## src/rtl/ocTimerPkg.sv

```systemverilog
package ocTimerPkg;
  typedef struct packed {
    logic loadReload;
    logic loadWrite;
    logic decrement;
    logic toggle;
    logic ffLoad;
  } dpCtl_t;
endpackage

```

## src/rtl/ocTimerCtrl.sv

```systemverilog
module ocTimerCtrl
  import ocTimerPkg::*;
(
  input  logic   clk,
  input  logic   rstN,
  input  logic   cntTick,
  input  logic   cntWr,
  input  logic   modeCont,
  input  logic   enWr,
  input  logic   enWrData,
  input  logic   ffSet,
  input  logic   cntZero,
  output dpCtl_t ctl,
  output logic   enabled,
  output logic   startPend,
  output logic   irqReq,
  output logic   dmaReq
);
  logic enBit, pendQ;
  logic disableNow, enableNow, runTick, startTick, underflow;

  assign disableNow = enWr && !enWrData;
  assign enableNow  = enWr && enWrData && !enBit;
  assign startTick  = pendQ && cntTick && !disableNow;
  assign runTick    = enBit && !pendQ && cntTick && !disableNow;
  assign underflow  = runTick && cntZero;

  always_comb begin
    ctl.loadReload = (startTick && !modeCont) || (underflow && modeCont);
    ctl.decrement  = runTick && !cntZero;
    ctl.loadWrite  = cntWr && !enBit;
    ctl.toggle     = startTick || underflow;
    ctl.ffLoad     = ffSet && !enBit;
  end

  always_ff @(posedge clk or negedge rstN) begin
    if (!rstN) begin
      enBit  <= 1'b0;
      pendQ  <= 1'b0;
      irqReq <= 1'b0;
      dmaReq <= 1'b0;
    end else begin
      irqReq <= underflow;
      dmaReq <= underflow;
      if (disableNow) begin
        enBit <= 1'b0;
        pendQ <= 1'b0;
      end else if (enableNow) begin
        enBit <= 1'b1;
        pendQ <= 1'b1;
      end else begin
        if (startTick) pendQ <= 1'b0;
        if (underflow && !modeCont) enBit <= 1'b0;
      end
    end
  end

  assign enabled   = enBit;
  assign startPend = pendQ;
endmodule

```

## src/rtl/ocTimerDatapath.sv

```systemverilog
module ocTimerDatapath
  import ocTimerPkg::*;
#(
  parameter int CNT_W = 24
) (
  input  logic             clk,
  input  logic             rstN,
  input  dpCtl_t           ctl,
  input  logic             reloadWr,
  input  logic [CNT_W-1:0] wrData,
  input  logic             ffSetVal,
  output logic [CNT_W-1:0] cntQ,
  output logic [CNT_W-1:0] reloadQ,
  output logic             cntZero,
  output logic             ffQ
);
  localparam logic [CNT_W-1:0] ONE = CNT_W'(1);

  always_ff @(posedge clk or negedge rstN) begin
    if (!rstN) begin
      cntQ    <= '0;
      reloadQ <= '0;
      ffQ     <= 1'b0;
    end else begin
      if (reloadWr) reloadQ <= wrData;
      if (ctl.loadReload)     cntQ <= reloadQ;
      else if (ctl.decrement) cntQ <= cntQ - ONE;
      else if (ctl.loadWrite) cntQ <= wrData;
      if (ctl.toggle)      ffQ <= ~ffQ;
      else if (ctl.ffLoad) ffQ <= ffSetVal;
    end
  end

  assign cntZero = (cntQ == '0);
endmodule

```

## src/rtl/ocPulseTimer.sv

```systemverilog
module ocPulseTimer
  import ocTimerPkg::*;
#(
  parameter int CNT_W = 24
) (
  input  logic             clk,
  input  logic             rstN,
  input  logic             cntTick,
  input  logic             cntWr,
  input  logic             reloadWr,
  input  logic [CNT_W-1:0] wrData,
  input  logic             modeCont,
  input  logic             enWr,
  input  logic             enWrData,
  input  logic             ffSet,
  input  logic             ffSetVal,
  output logic [CNT_W-1:0] cntValue,
  output logic             enabled,
  output logic             toggleOut,
  output logic             irqReq,
  output logic             dmaReq
);
  dpCtl_t           ctl;
  logic             cntZero;
  logic             startPend;
  logic [CNT_W-1:0] reloadQ;

  ocTimerCtrl u_ctrl (
    .clk(clk), .rstN(rstN), .cntTick(cntTick), .cntWr(cntWr),
    .modeCont(modeCont), .enWr(enWr), .enWrData(enWrData), .ffSet(ffSet),
    .cntZero(cntZero), .ctl(ctl), .enabled(enabled), .startPend(startPend),
    .irqReq(irqReq), .dmaReq(dmaReq)
  );

  ocTimerDatapath #(.CNT_W(CNT_W)) u_dp (
    .clk(clk), .rstN(rstN), .ctl(ctl), .reloadWr(reloadWr), .wrData(wrData),
    .ffSetVal(ffSetVal), .cntQ(cntValue), .reloadQ(reloadQ),
    .cntZero(cntZero), .ffQ(toggleOut)
  );
endmodule

```

## config.mk

```make
export PLATFORM = sky130hd
export DESIGN_NAME = ocPulseTimer
export DESIGN_NICKNAME = d
export VERILOG_FILES = /design/src/rtl/ocTimerPkg.sv /design/src/rtl/ocTimerCtrl.sv /design/src/rtl/ocTimerDatapath.sv /design/src/rtl/ocPulseTimer.sv
export SDC_FILE = /design/constraint.sdc
export NUM_CORES = 1
export LEC_CHECK = 0
export ABC_AREA = 1
export BUFFER_PORTS_ARGS = -buffer_cell sky130_fd_sc_hd__buf_2
export CAP_MARGIN = 40
export CORE_UTILIZATION = 30
export DETAILED_ROUTE_END_ITERATION = 16
export HOLD_SLACK_MARGIN = 0.12
export PLACE_DENSITY = 0.53
export SYNTH_ARGS = -nofsm -noshare
export SYNTH_HDL_FRONTEND = slang
export SYNTH_SLANG_ARGS = --single-unit
```

## constraint.sdc

```tcl
create_clock -name clk -period 1.8 [get_ports clk]
set_input_delay 0.18 -clock clk [delete_from_list [all_inputs] [get_ports clk]]
set_output_delay 0.18 -clock clk [all_outputs]
set_load 0.01 [all_outputs]
```

==> results of run 1 <==
==> metal layers <==
layer | track usage, % | vias to the layer above | wire length (um)
met1 | 25.5 | 1729 | 4770
met4 | 5.97 | 0 | 170
met2 | 33.7 | 95 | 5050
met5 | 0 | - | 0
li1 | - | 1847 | -
met3 | 2.66 | 12 | 519
==> state kept, by name, indices dropped and copies added (netlist names) <==
signal / cells
u_dp.cntQ: 24
u_dp.reloadQ: 24
u_ctrl.enabled: 1
u_ctrl.irqReq: 1
u_ctrl.startPend: 1
u_dp.ffQ: 1
==> metrics by stage <==
stage | power, W | cells | setup WS (ps)
4_1_cts | 0.00423 | 782 | -12.1
3_3_place_gp | 0.00335 | 751 | -104
5_1_grt | 0.00468 | 789 | -145
6_report | 0.00435 | 789 | -46.4
3_5_place_dp | 0.00336 | 751 | -145
2_1_floorplan | 0.00242 | 492 | 44.2
==> report_power, final <==
group	internal, W	total (W)	switching (W)
registers	0.00136	0.00150	0.000136
logic	0.000967	0.00212	0.00115
clock network	0.000309	0.000734	0.000425
==> critical path: cells and delay by family <==
kind            cells  cell delay (ps)
simple gates        6              600
buf+inv             6             1140
compound gates      1              130
==> kinds of logic after synthesis <==
group,share of synthesized area [%]
compound gates,4.80
mux,4.05
simple gates,42.1
xor+xnor,1.57
fa+ha+maj,0.750
buf+inv,7.69
flops,39.0
==> cells in the mapped netlist <==
master	number
o31ai_1	1
o21ai_1	3
nand4_1	5
nor2_4	2
nor2_2	3
o21ai_0	16
nand3b_1	5
inv_4	1
nand3_1	38
a21oi_1	10
or2_2	2
clkbuf_1	4
nand2_4	5
buf_4	2
inv_1	41
xnor2_1	2
buf_6	2
nand3_2	1
o211ai_1	1
buf_8	1
ha_1	2
buf_2	5
mux2_2	12
nor2_1	83
inv_2	1
xor2_1	4
nand2_1	184
dfrtp_1	52
nand2_2	4
==> what timing repair did <==
| action | in CTS | in global routing |
|---|---|---|
| hold buffers | 19 | 2 |
| pin swaps | 14 | 12 |
| buffers inserted | 4 | 5 |
| endpoints found under the hold margin | 70 | 2 |
| endpoints found under the setup margin | 24 | 25 |
| gates cloned | 1 | 0 |
| resized for setup | 23 | 41 |
==> cell type report <==
cell class | instances | area (sq um)
timing repair buffer | 163 | 1210
sequential | 52 | 1300
clock inverter | 1 | 8.76
multi-input combinational | 384 | 1950
inverter | 43 | 171
fill | 1133 | 5940
tap | 140 | 175
clock buffer | 6 | 82.6
==> how the worst max path moves through the flow <==
stage | start | end
floorplan | u_dp.cntQ[0]$_DFFE_PN0P_ | u_dp.cntQ[13]$_DFFE_PN0P_
global placement | u_dp.cntQ[20]$_DFFE_PN0P_ | u_dp.cntQ[17]$_DFFE_PN0P_
detailed placement | u_dp.cntQ[20]$_DFFE_PN0P_ | u_dp.cntQ[17]$_DFFE_PN0P_
CTS | u_dp.cntQ[9]$_DFFE_PN0P_ | u_dp.cntQ[15]$_DFFE_PN0P_
global route | u_dp.cntQ[3]$_DFFE_PN0P_ | u_dp.cntQ[20]$_DFFE_PN0P_
finish | cntTick | u_dp.cntQ[15]$_DFFE_PN0P_
==> out/metrics.yaml, run 1 <==
synth_warnings: 0
outcome: "finished with violations"
max_stage_delay_ps: 530
fin_crit_sh_pct: 103
syn_to_final_growth_pct: 46.8
tns_ps: -113
slew-limit-headroom_pct: 75.3
ant_nets: 0
vias: 3683
ys_seq_elements: 52
hold_violations: 0
io_buffers: 61
core_area_sq_um: 10800
cts_tree: "yes"
cap_violations: 0
yosysUniqueCellTypes: 29
hold_end: "u_dp.reloadQ[16]$_DFFE_PN0P_"
max_freq_mhz: 542
clk_pin_slew_worst_paths_ps: 100
die_w_um: 107
yosys-top-cells-area: "dfrtp_1, nand2_1, nor2_1, nand3_1, inv_1"
fin_area_sq_um: 4900
whs_path_depth: 2
period_minus_slack_ps: 1850
regToRegStartpoint: "u_dp.cntQ[3]$_DFFE_PN0P_"
maxSlewViolCount: 0
initial_core_util_pct: 30.8
h-tree-depth: 2
critPathSlowestCell: "dlygate4sd3_1"
nets: 685
critPathKind: "input pin to flip-flop"
violations: "design-rule violations, negative setup slack"
die_area_sq_um: 11500
num_antenna_cells: 0
p_per_area_nw_per_um2: 888
vdd_ir_drop_max_v: 0.000435
drc: 1
end_kind: "flip-flop"
routed_wl_um: 10500
worstReg2RegEnd: "u_dp.cntQ[15]$_DFFE_PN0P_"
synth.yosys.seq_area_share_pct: 39.0
first_iter_violations: 156
grt_use_total_pct: 19.6
antenna_found_initial: 0
cts_buffers: 5
cellLeakagePower_nw: 2.56
insertion_delay_ps: 320
clock-root-buffer: "clkbuf_8"
cp-start-kind: "input pin"
finalSetupViolCount: 5
first_pass_iters: 10
clk_path_buf_depth: 2
cts.sink_count: 52
avgRoutedWirePerCell_um: 13.3
setup_slack_ps: -46.4
grt_max_degree: 53
synth_top_cell_by_area: "dfrtp_1"
hpwlAfterDp_um: 7970
path_cells: "dlygate4sd3_1 -> buf_2 -> nand3_1 -> nor2_1 -> buf_4 -> buf_4 -> nand2_4 -> inv_4 -> nor2_4 -> nand2_8 -> buf_6 -> o21ai_2 -> nor2_1"
hold_start: "wrData[16]"
fin_skew_ps: 10.4
hold_path.class: "input pin to flip-flop"
synth_cells: 492
holdWs_ps: 127
yosysTopAreaCellShare_pct: 39.0
placed_area_sq_um: 4320
worst_pin_slew_ps: 371
grt_overflow: 0
die_h_um: 107
grt_first_pass_wirelength_um: 17600
top_level_ports: 62
vias_per_cell: 4.67
final_util_pct: 45.2
crit_fanout: 5
synth_nets: 528
grt_pass1_vias: 3722
gp_congestion: 0.872
rows: 38
drive_gt1_share_pct: 34.5
final_common_cell: "nand2_1"
rsz0062_at_grt: "yes"
crit_required_ps: 2010
syn_avg_cell_area_sq_um: 6.78
regToRegSetupSlack_ps: -40
syn_area_sq_um: 3340
reg2reg_depth: 12
critPathArrivalTime_ps: 2060
layout_common_cells: "nand2_1, buf_4, nor2_1"
(Power assumes the default switching activity.)
==> inputs of run 2 (changes only) <==
--- a/config.mk
+++ b/config.mk
@@ -12,6 +12,7 @@
 export DETAILED_ROUTE_END_ITERATION = 16
 export HOLD_SLACK_MARGIN = 0.12
 export PLACE_DENSITY = 0.53
+export SKIP_LAST_GASP = 1
 export SYNTH_ARGS = -nofsm -noshare
 export SYNTH_HDL_FRONTEND = slang
 export SYNTH_SLANG_ARGS = --single-unit
==> out/metrics.yaml, run 2 (synthesis gave the netlist of run 1 again) <==
final_common_cell: "nand2_1"
fin_cells: 789
place_inst: 751
path_cells: "dlygate4sd3_1 -> buf_2 -> nand3_1 -> nor2_1 -> buf_4 -> buf_4 -> nand2_4 -> inv_4 -> nor2_4 -> nand2_8 -> buf_6 -> o21ai_2 -> nor2_1"
die_h_um: 107
first_iter_violations: 133
clk_path_buf_depth: 2
die_area_sq_um: 11500
rows: 38
initial_core_util_pct: 30.8
h-tree-depth: 2
drive_gt1_share_pct: 33.3
vdd_ir_drop_max_v: 0.000432
outcome: "finished with violations"
cts_tree: "yes"
violations: "design-rule violations, negative setup slack"
end_kind: "flip-flop"
grt_first_pass_wirelength_um: 17600
ant_nets: 0
clk_pin_slew_worst_paths_ps: 100
grt_overflow: 0
core_area_sq_um: 10800
grt_pass1_vias: 3722
fin_crit_sh_pct: 102
grt_use_total_pct: 19.6
hold_violations: 0
cellLeakagePower_nw: 2.54
max_freq_mhz: 544
setup_slack_ps: -38.0
max_stage_delay_ps: 530
critPathSlowestCell: "dlygate4sd3_1"
cts.sink_count: 52
slew-limit-headroom_pct: 75.4
period_minus_slack_ps: 1840
rsz0062_at_grt: "yes"
io_buffers: 61
nets: 685
top_level_ports: 62
reg_top3: "u_dp.cntQ (24), u_dp.reloadQ (24)"
cts_buffers: 5
vias: 3693
gp_congestion: 0.872
routed_wl_um: 10500
crit_fanout: 5
place_ws_ps: -145
first_pass_iters: 11
critPathArrivalTime_ps: 2050
p_per_area_nw_per_um2: 888
clock-root-buffer: "clkbuf_8"
vias_per_cell: 4.68
critPathKind: "input pin to flip-flop"
layout_common_cells: "nand2_1, buf_4, nor2_1"
grt_max_degree: 53
antenna_found_initial: 0
maxSlewViolCount: 0
worst_pin_slew_ps: 370
num_antenna_cells: 0
hold_path.class: "input pin to flip-flop"
crit_required_ps: 2010
hpwlAfterDp_um: 7970
drc: 1
insertion_delay_ps: 310
finalSetupViolCount: 5
die_w_um: 107
fin_skew_ps: 9.61
cap_violations: 0
cp-start-kind: "input pin"
avgRoutedWirePerCell_um: 13.3
syn_to_final_growth_pct: 45.6
==> run 2: path summary, 6_finish.rpt <==
path	from	to	slack, ps	depth (start not counted)
max	cntTick	u_dp.cntQ[15]$_DFFE_PN0P_	-40	13
min	wrData[16]	u_dp.reloadQ[16]$_DFFE_PN0P_	130	2
max reg2reg	u_dp.cntQ[0]$_DFFE_PN0P_	u_dp.cntQ[20]$_DFFE_PN0P_	-30	13
min reg2reg	u_dp.reloadQ[5]$_DFFE_PN0P_	u_dp.cntQ[5]$_DFFE_PN0P_	500	2
max in group asynchronous	rstN	u_dp.reloadQ[19]$_DFFE_PN0P_	1160	3
min in group asynchronous	rstN	u_dp.reloadQ[3]$_DFFE_PN0P_	380	3
==> run 2: metal layers <==
layer	global-route usage, %	share of wire, %	vias up
li1	-	-	1850
met1	25.5	45	1731
met2	33.7	48	100
met3	2.66	5.1	12
met4	5.97	1.6	0
met5	0	0	-
==> run 2: metrics by stage <==
step / hold slack [ps] / util (%) / setup TNS (ps) / area [sq um] / total power [W]
floorplan: -116 / - / 0 / 3340 / 0.00242
global placement: 198 / 39.8 / -505 / 4320 / 0.00335
detailed placement: 202 / 39.8 / -1080 / 4320 / 0.00336
CTS: 120 / 43.4 / -12.1 / 4700 / 0.00423
global route: 126 / 44.8 / -2590 / 4860 / 0.00465
finish: 128 / 44.8 / -116 / 4860 / 0.00432
==> run 2: area by class of cell <==
cell class                      count  area (sq um)
Fill cell                        1138          5980
Multi-Input combinational cell    384          1910
Sequential cell                    52          1300
Timing Repair Buffer              163          1210
Tap cell                          140           175
Inverter                           43           171
Clock buffer                        6          82.6
Clock inverter                      1          8.76
==> run 2: power breakdown <==
| part | leakage (nW) | internal, W | switching (W) | total [W] |
|---|---|---|---|---|
| Clock | 0.0473 | 0.000309 | 0.000422 | 0.000731 |
| Sequential | 0.614 | 0.00136 | 0.000137 | 0.00150 |
| Combinational | 1.88 | 0.000955 | 0.00113 | 0.00208 |
| Total | 2.54 | 0.00263 | 0.00169 | 0.00432 |
==> run 2: worst max-delay path: cells and delay by family <==
| kind | cells | cell delay (ps) |
|---|---|---|
| buffers and inverters | 6 | 1130 |
| AO/OA/AOI/OAI | 1 | 130 |
| AND/OR/NAND/NOR | 6 | 590 |
==> run 2: timing repair <==
item                       in CTS  in global routing
setup buffers                   4                  5
gates resized for setup        23                 31
hold buffers                   19                  2
hold endpoints to repair       70                  2
pin swaps                      14                 12
setup endpoints to repair      24                 25
gates cloned                    1                  0
